$ cat config.mk
export PLATFORM = sky130hd
export DESIGN_NAME = sram_ctrl
export DESIGN_NICKNAME = d
export VERILOG_FILES = /design/src/rtl/sram_ctrl_pkg.sv /design/src/rtl/sram_phase_timer.sv /design/src/rtl/sram_seq.sv /design/src/rtl/sram_ctrl.sv
export SDC_FILE = /design/constraint.sdc
export NUM_CORES = 1
export LEC_CHECK = 0
export ABC_AREA = 1
export ABC_CLOCK_PERIOD_IN_PS = 1370
export CAP_MARGIN = 20
export CORE_AREA = 5 5 69 83
export CTS_CLUSTER_DIAMETER = 120
export DETAILED_ROUTE_END_ITERATION = 10
export DIE_AREA = 0 0 74 88
export MAX_ROUTING_LAYER = met4
export PLACE_DENSITY = 0.8
export SLEW_MARGIN = 30
export SYNTH_ARGS = -nofsm -noshare
export SYNTH_HDL_FRONTEND = slang
export SYNTH_SLANG_ARGS = --single-unit
$ cat constraint.sdc
create_clock -name clk -period 1.37 [get_ports clk]
set_input_delay 0.274 -clock clk [delete_from_list [all_inputs] [get_ports clk]]
set_output_delay 0.274 -clock clk [all_outputs]
set_load 0.05 [all_outputs]
$ cat src/rtl/sram_ctrl_pkg.sv
package sram_ctrl_pkg;
  typedef enum logic [2:0] {
    ST_IDLE,
    ST_READ,
    ST_GAP,
    ST_WPULSE,
    ST_WREC
  } seq_state_e;

  // nanoseconds to whole cycles, rounded up, never below one
  function automatic int ns2cyc(input int ns, input int clk_ns);
    int c;
    c = (ns + clk_ns - 1) / clk_ns;
    return (c < 1) ? 1 : c;
  endfunction

  function automatic int imax(input int a, input int b);
    return (a > b) ? a : b;
  endfunction
endpackage

$ cat src/rtl/sram_phase_timer.sv
module sram_phase_timer #(
  parameter int CW = 2
) (
  input  logic          clk,
  input  logic          rst_n,
  input  logic          load,
  input  logic [CW-1:0] load_val,
  output logic          done
);
  logic [CW-1:0] cnt;

  always_ff @(posedge clk or negedge rst_n) begin
    if (!rst_n)            cnt <= '0;
    else if (load)         cnt <= load_val;
    else if (cnt != '0)    cnt <= cnt - 1'b1;
  end

  assign done = (cnt == '0);
endmodule

$ cat src/rtl/sram_seq.sv
module sram_seq
  import sram_ctrl_pkg::*;
#(
  parameter int AW      = 21,
  parameter int DW      = 8,
  parameter int CW      = 2,
  parameter int RD_CYC  = 2,
  parameter int WP_CYC  = 1,
  parameter int REC_CYC = 1,
  parameter int GAP_CYC = 1
) (
  input  logic          clk,
  input  logic          rst_n,
  input  logic          req_valid,
  input  logic          req_write,
  input  logic [AW-1:0] req_addr,
  input  logic [DW-1:0] req_wdata,
  input  logic          tmr_done,
  output logic          tmr_load,
  output logic [CW-1:0] tmr_val,
  output logic          busy,
  output logic          rsp_valid,
  output logic [DW-1:0] rsp_rdata,
  output logic [AW-1:0] mem_addr,
  output logic          mem_sel_n,
  output logic          mem_sel,
  output logic          mem_oe_n,
  output logic          mem_we_n,
  output logic [DW-1:0] mem_dq_out,
  output logic          mem_dq_oe,
  input  logic [DW-1:0] mem_dq_in
);
  localparam logic [CW-1:0] RD_LD  = CW'(RD_CYC - 1);
  localparam logic [CW-1:0] WP_LD  = CW'(WP_CYC - 1);
  localparam logic [CW-1:0] REC_LD = CW'(REC_CYC - 1);
  localparam logic [CW-1:0] GAP_LD = CW'(GAP_CYC - 1);

  seq_state_e state;
  logic       take;

  assign busy = (state != ST_IDLE);
  assign take = (state == ST_IDLE) && req_valid;

  // phase length is loaded on every edge that enters a timed phase
  always_comb begin
    tmr_load = 1'b0;
    tmr_val  = '0;
    unique case (state)
      ST_IDLE:   if (req_valid) begin tmr_load = 1'b1; tmr_val = req_write ? WP_LD : RD_LD; end
      ST_READ:   if (tmr_done)  begin tmr_load = 1'b1; tmr_val = GAP_LD; end
      ST_WPULSE: if (tmr_done)  begin tmr_load = 1'b1; tmr_val = REC_LD; end
      default:   ;
    endcase
  end

  always_ff @(posedge clk or negedge rst_n) begin
    if (!rst_n) begin
      state      <= ST_IDLE;
      mem_addr   <= '0;
      mem_sel_n  <= 1'b1;
      mem_sel    <= 1'b0;
      mem_oe_n   <= 1'b1;
      mem_we_n   <= 1'b1;
      mem_dq_out <= '0;
      mem_dq_oe  <= 1'b0;
      rsp_valid  <= 1'b0;
      rsp_rdata  <= '0;
    end else begin
      rsp_valid <= 1'b0;
      unique case (state)
        ST_IDLE: if (take) begin
          mem_addr  <= req_addr;
          mem_sel_n <= 1'b0;
          mem_sel   <= 1'b1;
          if (req_write) begin
            mem_dq_out <= req_wdata;
            mem_dq_oe  <= 1'b1;
            mem_we_n   <= 1'b0;
            state      <= ST_WPULSE;
          end else begin
            mem_oe_n <= 1'b0;
            state    <= ST_READ;
          end
        end
        ST_READ: if (tmr_done) begin
          rsp_rdata <= mem_dq_in;
          rsp_valid <= 1'b1;
          mem_oe_n  <= 1'b1;
          mem_sel_n <= 1'b1;
          mem_sel   <= 1'b0;
          state     <= ST_GAP;
        end
        ST_GAP: if (tmr_done) state <= ST_IDLE;
        ST_WPULSE: if (tmr_done) begin
          mem_we_n <= 1'b1;
          state    <= ST_WREC;
        end
        ST_WREC: if (tmr_done) begin
          mem_dq_oe <= 1'b0;
          mem_sel_n <= 1'b1;
          mem_sel   <= 1'b0;
          rsp_valid <= 1'b1;
          state     <= ST_IDLE;
        end
        default: state <= ST_IDLE;
      endcase
    end
  end
endmodule

$ cat src/rtl/sram_ctrl.sv
module sram_ctrl
  import sram_ctrl_pkg::*;
#(
  parameter int CLK_NS       = 20,
  parameter int AW           = 21,
  parameter int DW           = 8,
  parameter int T_ACC_NS     = 25,
  parameter int T_RCYC_NS    = 25,
  parameter int T_OEACC_NS   = 12,
  parameter int T_WPULSE_NS  = 18,
  parameter int T_WCYC_NS    = 25,
  parameter int T_DSETUP_NS  = 12,
  parameter int T_ASETUP_NS  = 15,
  parameter int T_OFF_NS     = 8
) (
  input  logic          clk,
  input  logic          rst_n,
  input  logic          req_valid,
  output logic          req_ready,
  input  logic          req_write,
  input  logic [AW-1:0] req_addr,
  input  logic [DW-1:0] req_wdata,
  output logic          rsp_valid,
  output logic [DW-1:0] rsp_rdata,
  output logic [AW-1:0] mem_addr,
  output logic          mem_sel_n,
  output logic          mem_sel,
  output logic          mem_oe_n,
  output logic          mem_we_n,
  output logic [DW-1:0] mem_dq_out,
  output logic          mem_dq_oe,
  input  logic [DW-1:0] mem_dq_in
);
  localparam int RD_CYC  = ns2cyc(imax(imax(T_ACC_NS, T_RCYC_NS), T_OEACC_NS), CLK_NS);
  localparam int WP_CYC  = ns2cyc(imax(imax(T_WPULSE_NS, T_DSETUP_NS), T_ASETUP_NS), CLK_NS);
  localparam int WC_CYC  = ns2cyc(T_WCYC_NS, CLK_NS);
  localparam int REC_CYC = (WC_CYC - WP_CYC < 1) ? 1 : (WC_CYC - WP_CYC);
  localparam int GAP_CYC = ns2cyc(T_OFF_NS, CLK_NS);
  localparam int MAX_CYC = imax(imax(RD_CYC, WP_CYC), imax(REC_CYC, GAP_CYC));
  localparam int CW      = (MAX_CYC < 2) ? 1 : $clog2(MAX_CYC);

  logic          tmr_load;
  logic [CW-1:0] tmr_val;
  logic          tmr_done;
  logic          busy;

  assign req_ready = ~busy;

  sram_phase_timer #(.CW(CW)) u_timer (
    .clk      (clk),
    .rst_n    (rst_n),
    .load     (tmr_load),
    .load_val (tmr_val),
    .done     (tmr_done)
  );

  sram_seq #(
    .AW(AW), .DW(DW), .CW(CW),
    .RD_CYC(RD_CYC), .WP_CYC(WP_CYC), .REC_CYC(REC_CYC), .GAP_CYC(GAP_CYC)
  ) u_seq (
    .clk        (clk),
    .rst_n      (rst_n),
    .req_valid  (req_valid),
    .req_write  (req_write),
    .req_addr   (req_addr),
    .req_wdata  (req_wdata),
    .tmr_done   (tmr_done),
    .tmr_load   (tmr_load),
    .tmr_val    (tmr_val),
    .busy       (busy),
    .rsp_valid  (rsp_valid),
    .rsp_rdata  (rsp_rdata),
    .mem_addr   (mem_addr),
    .mem_sel_n  (mem_sel_n),
    .mem_sel    (mem_sel),
    .mem_oe_n   (mem_oe_n),
    .mem_we_n   (mem_we_n),
    .mem_dq_out (mem_dq_out),
    .mem_dq_oe  (mem_dq_oe),
    .mem_dq_in  (mem_dq_in)
  );
endmodule

; After elaboration in Yosys (flattened, before gate mapping)
; Index checks and enable logic that the tools add are counted.
[word_totals]
in_bits = 41
register_bits = 47
wordCells = 74
[classes]
addsub = 1
n_mux = 30
n_reduce_logical = 18
eq_ne = 12
n_bitwise = 2
[op_table]
columns = operator, n
row1 = $mux 1, 18
row2 = $reduce_and 4->1, 4
row3 = $ne 2x2->1 const B, 7
row4 = $mux 3, 4
row5 = $pmux 1 s2, 6
row6 = $pmux 3 s4, 1
row7 = $reduce_bool 2->1, 4
row8 = $eq 3x2->1 const B, 2
row9 = $reduce_and 3->1, 2
row10 = $reduce_or 2->1, 3
row11 = $reduce_and 2->1, 2
row12 = $eq 3x1->1 const B, 1
row13 = $eq 3x3->1 const B, 1
row14 = $logic_not 3->1, 1
row15 = $reduce_bool 3->1, 1
row16 = $mux 2, 1
row17 = $ne 2x1->1 const B, 1
row18 = $not 1->1, 2
row19 = $logic_and 1x1->1, 1
row20 = $sub 1x1->1 const B, 1

; Depth between registers and ports, before layout
; Gate-level depths: netlist of the first run.
[depth]
word_depth = 4
ltp_mapped = 7
ltp_nobuf = 7

; Modules after synthesis
; From an unflattened synthesis of the first run, not the netlist that was laid out.
[unflattened]
cells_unflattened = 219
area_unflattened_um2 = 1936.9
[by_module_without_submodules]
columns = module, instances, cells_per_inst, seq_area_each_um2, area_each_um2
row1 = sram_seq, 1, 214, 1154.9, 1896.8
row2 = sram_phase_timer, 1, 4, 25.0, 36.3
row3 = sram_ctrl, 1, 1, 0.0, 3.8

; Worst setup path before layout of the first run
; OpenSTA, ideal clock, no wires.
[synth_timing]
kind = register -> register
startpoint = register u_seq.state[0]
endpoint = register u_seq.mem_dq_oe
setup_ns = 0.065
t_arrival_ns = 1.682
required_time_ns = 1.305
synth_period_minus_slack_ns = 1.747
stages_incl_launch_ff = 8
n_path_buf = 0
path_slack_ns = -0.377
cell_sequence = dfrtp_1 > inv_1 > nand2_1 > nor2_1 > nand2_1 > nand3b_1 > nand2_1 > nand2_1
[synth_via]
elab_chain_len = 4
elab_cells_between_ends = 9
cone_classes = eq/ne (4) / mux (1) / reduce/logical (4)
[synth_rtl]
columns = item, line
row1 = start: declaration, sram_seq.sv:38  ; seq_state_e state;
row2 = start signal: assignment, sram_seq.sv:58  ; state <= ST_IDLE;
row3 = start signal: assignment, sram_seq.sv:79  ; state <= ST_WPULSE;
row4 = start signal: assignment, sram_seq.sv:82  ; state <= ST_READ;
row5 = $logic_not 3->1, "sram_seq.sv:42, sram_seq.sv:70"
row6 = $logic_and 1x1->1, sram_seq.sv:42  ; assign take = (state == ST_IDLE) && req_valid;
row7 = $ne 2x1->1 (no source line), n/a
row8 = $reduce_and 4->1 (no source line), n/a
row9 = end signal: assignment, sram_seq.sv:65  ; mem_dq_oe <= 1'b0;
row10 = end signal: assignment, sram_seq.sv:77  ; mem_dq_oe <= 1'b1;
row11 = end signal: assignment, sram_seq.sv:99  ; mem_dq_oe <= 1'b0;
row12 = end: declaration, sram_seq.sv:30  ; output logic mem_dq_oe,
; Parallel ways exist; a longest one is shown, timed or not.
; A chain may end at the register's enable or synchronous reset.

; Worst setup path after layout of the first run
[layout_timing]
startpoint = register u_seq.state[1]
endpoint = output port req_ready
[layout_via]
elab_chain_len = 2
[layout_rtl]
columns = item, line
row1 = $reduce_bool 3->1, sram_seq.sv:41  ; assign busy = (state != ST_IDLE);
row2 = $not 1->1, sram_ctrl.sv:47  ; assign req_ready = ~busy;
row3 = end: declaration, sram_ctrl.sv:19  ; output logic req_ready,
; No other way between the ends.

==> results of run 1 <==
-- power by group through the flow --
stage	Combinational [mW]	Clock [mW]	Sequential, mW
final	6.77	0.770	2.78
after floorplan	1.33	0	4.56
after CTS	6.64	0.806	2.78
after global routing	7.12	0.861	2.86
after global placement	6.44	0	2.79
after detailed placement	6.55	0	2.81
-- stage by stage --
| stage | TNS, ns | util [%] | cells | setup WS, ns | area (um^2) |
|---|---|---|---|---|---|
| after global routing | -1.641 | 72.30 | 381 | -0.07638 | 3521 |
| after global placement | -2.535 | 67.96 | 365 | -0.09430 | 3309 |
| after floorplan | 0 | - | 218 | 0.07028 | 1919 |
| final | -0.03345 | 72.30 | 381 | -0.03345 | 3521 |
| after detailed placement | -3.392 | 67.96 | 365 | -0.1497 | 3309 |
| after CTS | -0.1081 | 70.38 | 376 | -0.06060 | 3427 |
-- kinds of logic after synthesis --
kind of cell | after synthesis | synth area share (%)
AND/OR/NAND/NOR | 149 | 31.87
flip-flops | 47 | 61.72
buffers and inverters | 18 | 5.169
AO/OA/AOI/OAI | 4 | 1.243
-- layout make-up --
class | count | share of cell area [%]
clock buffer | 8 | 2.274
sequential | 47 | 33.58
tap | 60 | 2.132
inverter | 12 | 1.493
timing repair buffer | 100 | 41.12
multi-input combinational | 154 | 19.40
-- cells in the final DEF, fill, tap and decap left out, types with 2 or more instances in the layout --
| cell type | n |
|---|---|
| nand2_2 | 2 |
| clkdlybuf4s50_1 | 39 |
| clkbuf_1 | 3 |
| dfrtp_2 | 2 |
| buf_6 | 3 |
| nand2_1 | 129 |
| clkbuf_8 | 5 |
| nor2_1 | 2 |
| inv_2 | 4 |
| buf_12 | 47 |
| nor2_4 | 2 |
| dfrtp_1 | 42 |
| inv_1 | 7 |
| buf_4 | 9 |
| nand3_1 | 6 |
| dfstp_2 | 3 |
| nand2_4 | 3 |
-- state kept, by name, summed over array words and instances, names as in the netlist --
signal and flops:
u_seq.mem_sel 1, u_seq.mem_sel_n 1, u_seq.mem_dq_oe 1, u_seq.rsp_valid 1, u_seq.state 3, u_seq.mem_addr 21, u_seq.mem_dq_out 8, u_seq.rsp_rdata 8
u_seq.mem_we_n 1, u_timer.cnt 1, u_seq.mem_oe_n 1
-- path summary, 6_finish.rpt --
kind / depth (start not counted) / to / slack (ns)
min: 2 / u_seq.mem_addr[16] / 0.42
max reg2reg: 8 / u_seq.mem_addr[17] / 0.03
max: 4 / req_ready / -0.03
min in group clk: 2 / u_seq.mem_sel_n / 0.49
min reg2reg: 2 / u_seq.mem_sel_n / 0.49
max in group asynchronous: 3 / u_seq.mem_oe_n / 0.40
-- repair_timing --
action / 4_1_cts / 5_1_grt
cloned: 0 / 1
pin swaps: 1 / 3
resized for setup: 7 / 10
hold buffers: 1 / 0
endpoints found under the hold margin: 12 / 0
endpoints found under the setup margin: 1 / 44
setup buffers: 2 / 4
-- metal layers --
| metal | GRT usage, % | part of all wire [%] | vias to the layer above |
|---|---|---|---|
| li1 | - | - | 865 |
| met1 | 17.18 | 39 | 794 |
| met2 | 24.52 | 51 | 59 |
| met3 | 4.592 | 8.9 | 5 |
| met4 | 5.931 | 0.81 | 0 |
| met5 | - | 0 | - |
==> reports/qor.yml, run 1 <==
worst_setup_path:
  cpMaxStageDelayCell: "dfrtp_2"
  startpoint: "u_seq.state[1]"
  regToRegStartpoint: "u_seq.state[0]"
  cp_num_buf_inv: 2
  critPathKind: "flip-flop to primary output"
  crit_family: "flip-flops"
  crit_chain: "inv_2 -> nand2_4 -> nor2_4 -> buf_12"
  start_kind: "flip-flop"
  slowest_delay_ns: 0.45
  crit_required_ns: 1.10
  cp_data_arrival_time_ns: 1.13
  crit_path_max_fanout: 3
  end_kind: "primary output"
sta:
  setup_viol: 1
  hold_ws_ns: 0.4161
  worstMarginPinSlew_ns: 0.4082
  maxSlewHeadroom_pct: 72.70
  rsz0062_at_grt: "yes"
  finalCritPeriodShare_pct: 102.4
  maxSlewViolCount: 0
  skew_ns: 0.008445
  finalHoldViolCount: 0
  fmax_mhz: 712.5
  fin_ws_ns: -0.03345
  period_minus_slack_ns: 1.403
final_layout:
  layout.nets: 361
  drive_gt1_share_pct: 26.48
  area_delta_synth_final_pct: 84.16
  seq_area_mm2: 0.001182
  fill_cells: 337
  diodes: 0
  multi_input_area_um2: 683.2
logic_synthesis:
  synth_edf_count: 0
  yosysTopAreaCell: "dfrtp_1"
  ys_async_sr_fraction_pct: 100.0
  synth_warnings: 0
  syn_nets: 259
  yosysMostFrequentCell: "nand2_1"
  syn_area_mm2: 0.001912
  synth-main-ff-cell: "dfrtp_1"
  ys_seq_elements: 47
  ys_types: 21
  avgSynthCellArea_um2: 8.770
  yosysTopAreaCellShare_pct: 57.59
  synth-seq-area-share_pct: 61.71
  ys_top_cells_by_area: "dfrtp_1 (58%), nand2_1 (26%), dfstp_2 (4.1%)"
  synthCells: 218
  synth.cells.most_frequent: "nand2_1 (132), dfrtp_1 (44), inv_1 (9), nand3_1 (7)"
pwr:
  p_comb_share_pct: 65.6
  clockPowerShare_pct: 7.5
  switchingPower_mw: 4.699
  seq_power_share_pct: 27.0
  p_total_mw: 10.32
  p_leak_nw: 1.768
  peakVddDrop_mv: 1.427
  internal_power_mw: 5.619
  p_per_area_mw_per_mm2: 2931
  p_sw_share_pct: 45.54
cts:
  cts.sink_count: 47
  cts_buffers: 5
  ctsHtreeMaxLevel: 2
  clk_latency_ns: 0.29
  cts_tree: "done"
  clockBufferDepth: 2
  cts_root_buffer: "clkbuf_8"
  cts.clk_slew.worst_paths_ns: 0.08
die:
  ios: 85
  die_w_um: 74
  fp.dieH_um: 88
  fp-row-count: 28
  dieArea_mm2: 0.006512
  start_util_pct: 39.26
  core-area_mm2: 0.004870
grt:
  track_usage_pct: 15.05
  overflow: 0
  antenna_found_initial: 0
  grt_max_degree: 35
  grt_pass1_wl_um: 7334
  grt_pass1_vias: 1618
routing:
  firstDrtPassIters: 4
  dr.first_iter.drc_count: 75
  postRouteWirelength_um: 4708
  viasPerCell: 4.522
  antenna_left: 0
  drc: 0
  wire_per_inst_um: 12.36
  dr_total_vias: 1723
worst_hold_path:
  min_path_type: "primary input to asynchronous set/reset pin"
place:
  gp_congestion: 0.8040
  dp_hpwl_um: 3693
  port_buffers: 84
flow_run:
  cap_violations: 0
outcome:
  outcome: "finished, violations left"
  violations: "setup timing"
Note: power is estimated with default switching activity, not from simulation.
==> run 2, diff against run 1 <==
ABC_CLOCK_PERIOD_IN_PS = 1200   (was 1370)
CAP_MARGIN = not set   (was 20)
CORE_AREA = 5 5 72 87   (was 5 5 69 83)
DIE_AREA = 0 0 77 92   (was 0 0 74 88)
PLACE_DENSITY = 0.74   (was 0.8)
clock period = 1.2 ns   (was 1.37 ns; I/O delays follow)
==> run 2 against run 1 <==
  * Global-route usage increased by 1.8 points
  * Via count grew 4.7%
  * Sequential share of layout area fell by 1.9 points
  * Critical path depth decreased by 1
  * Non-clock buffer count rose by 12
  * Combinational power is 24% higher
  * Highest routed layer unchanged
  * Critical path type unchanged
  * The run still ends with setup timing left
==> reports/qor.yml, run 2 (synthesis gave the netlist of run 1 again) <==
grt:
  track_usage_pct: 16.86
  grt_pass1_vias: 1968
  grt_pass1_wl_um: 9308
  overflow: 0
  antenna_found_initial: 0
  grt_max_degree: 48
final_layout:
  fill_cells: 374
  multi_input_area_um2: 718.2
  final-instance-count-excl-fill: 395
  layout.nets: 373
  diodes: 0
  layout_commonest_cell: "nand2_1"
  largest_register_ffs: 21
  regMostFlops: "u_seq.mem_addr"
  drive_gt1_share_pct: 31.83
  stdcell_area_mm2: 0.003729
  final_cell_mix: "nand2_1 (124), buf_12 (48), dfrtp_1 (42)"
  largestRegisters: "u_seq.mem_addr x21, u_seq.mem_dq_out x8, u_seq.rsp_rdata x8"
  seq_area_mm2: 0.001182
  fin_util_pct: 70.87
  area_delta_synth_final_pct: 95.03
worst_setup_path:
  r2r_cells: 9
  startpoint: "u_seq.state[2]"
  crit_end: "req_ready"
  cp_data_arrival_time_ns: 1.22
  crit_required_ns: 0.96
  regToRegStartpoint: "u_seq.state[1]"
  cpMaxStageDelayCell: "dfrtp_1"
  start_kind: "flip-flop"
  critPathKind: "flip-flop to primary output"
  r2r_end: "u_seq.mem_addr[10]"
  cp_num_buf_inv: 2
  crit_chain: "buf_4 -> nor2_4 -> buf_12"
  crit_path_max_fanout: 4
  cp_num_cells: 3
  end_kind: "primary output"
  slowest_delay_ns: 0.45
  crit_family: "flip-flops"
  rrSetupSlack_ns: -0.24
outcome:
  outcome: "finished, violations left"
  violations: "setup timing"
die:
  fp-row-count: 29
  core-area_mm2: 0.005261
  ios: 85
  start_util_pct: 36.34
  dieArea_mm2: 0.007084
  die_w_um: 77
  fp.dieH_um: 92
sta:
  period_minus_slack_ns: 1.457
  fin_ws_ns: -0.2569
  setup_viol: 49
  finalHoldViolCount: 0
  rsz0062_at_grt: "yes"
  worstMarginPinSlew_ns: 0.4254
  maxSlewViolCount: 0
  skew_ns: 0.008682
  tns_ns: -9.006
  fmax_mhz: 686.4
  finalCritPeriodShare_pct: 121.4
  maxSlewHeadroom_pct: 71.59
routing:
  drc: 0
  firstDrtPassIters: 4
  dr_total_vias: 1804
  viasPerCell: 4.567
  antenna_left: 0
  wire_per_inst_um: 13.89
  postRouteWirelength_um: 5487
  dr.first_iter.drc_count: 69
cts:
  ctsHtreeMaxLevel: 2
  cts_tree: "done"
  clockBufferDepth: 2
  clk_latency_ns: 0.30
  cts.clk_slew.worst_paths_ns: 0.08
  cts_buffers: 5
  cts.sink_count: 47
  cts_root_buffer: "clkbuf_8"
pwr:
  p_total_mw: 12.71
  p_leak_nw: 1.868
  peakVddDrop_mv: 1.794
  p_per_area_mw_per_mm2: 3410
place:
  dpl_cell_area_mm2: 0.003344
  gp_congestion: 0.8725
  placedCellCount: 372
  dp_hpwl_um: 3761
  port_buffers: 84
flow_run:
  cap_violations: 0
worst_hold_path:
  min_path_type: "primary input to asynchronous set/reset pin"
## run 2: cell count changes in the layout (fill, tap and decap cells not counted), moves of 2 or more
cell	delta
nand2_1	-5
nand2_2	+5
buf_4	+9
inv_2	-2
## run 2: worst min path at each step
stage            startpoint                 end  slack, ns  cells past startpoint
3_5_place_dp          rst_n  u_seq.rsp_rdata[6]       0.24                      2
2_1_floorplan         rst_n   u_seq.mem_addr[0]      -0.06                      0
3_3_place_gp          rst_n     u_seq.rsp_valid       0.24                      2
5_1_grt        req_addr[17]  u_seq.mem_addr[17]       0.46                      3
4_1_cts               rst_n   u_seq.mem_addr[3]       0.46                      3
6_report              rst_n     u_seq.rsp_valid       0.45                      3
## run 2: worst min-delay path, delay by kind of cell
| kind | cells | cell delay (ns) |
|---|---|---|
| buffers and inverters | 3 | 0.88 |
## run 2: power breakdown
| part | leakage, nW | switching (mW) | internal [mW] | total [mW] |
|---|---|---|---|---|
| clock | 0.0524 | 0.501 | 0.623 | 1.12 |
| sequential | 0.578 | 0.821 | 2.37 | 3.19 |
| combinational | 1.24 | 4.36 | 4.04 | 8.39 |
| total | 1.87 | 5.68 | 7.03 | 12.7 |
## run 2: layout make-up
cell class	count	share of cell area, %
Clock buffer	7	2.047
Inverter	12	1.812
Multi-Input combinational cell	154	19.26
Timing Repair Buffer	112	42.28
Sequential cell	47	31.71
Clock inverter	1	0.8054
Tap cell	62	2.081
## run 2: routing by layer
layer	share of wire (%)	track usage (%)
met1	38	18.35
met2	52	29.04
met3	7.0	4.902
met4	2.9	6.304
met5	0	-
## run 2: stage by stage
stage / hold slack (ns) / setup slack, ns
final: 0.4541 / -0.2569
after global routing: 0.4602 / -0.3099
after CTS: 0.4619 / -0.2567
after detailed placement: 0.2445 / -0.3174
after global placement: 0.2413 / -0.2790
after floorplan: -0.05559 / -0.03597
## run 2: what timing repair did
| item | CTS | global route |
|---|---|---|
| pin swaps | 4 | 4 |
| gates cloned | 2 | 0 |
| endpoints found under the hold margin | 44 | 0 |
| gates resized for setup | 24 | 8 |
| setup endpoints to repair | 48 | 51 |
| buffers inserted | 9 | 3 |
| hold buffers | 1 | 0 |
==> run 3, diff against run 2 <==
CTS_CLUSTER_DIAMETER = 60   (was 120)
==> results of run 3 <==
Same layout as run 2: the final DEF is identical, and so are final timing and power.
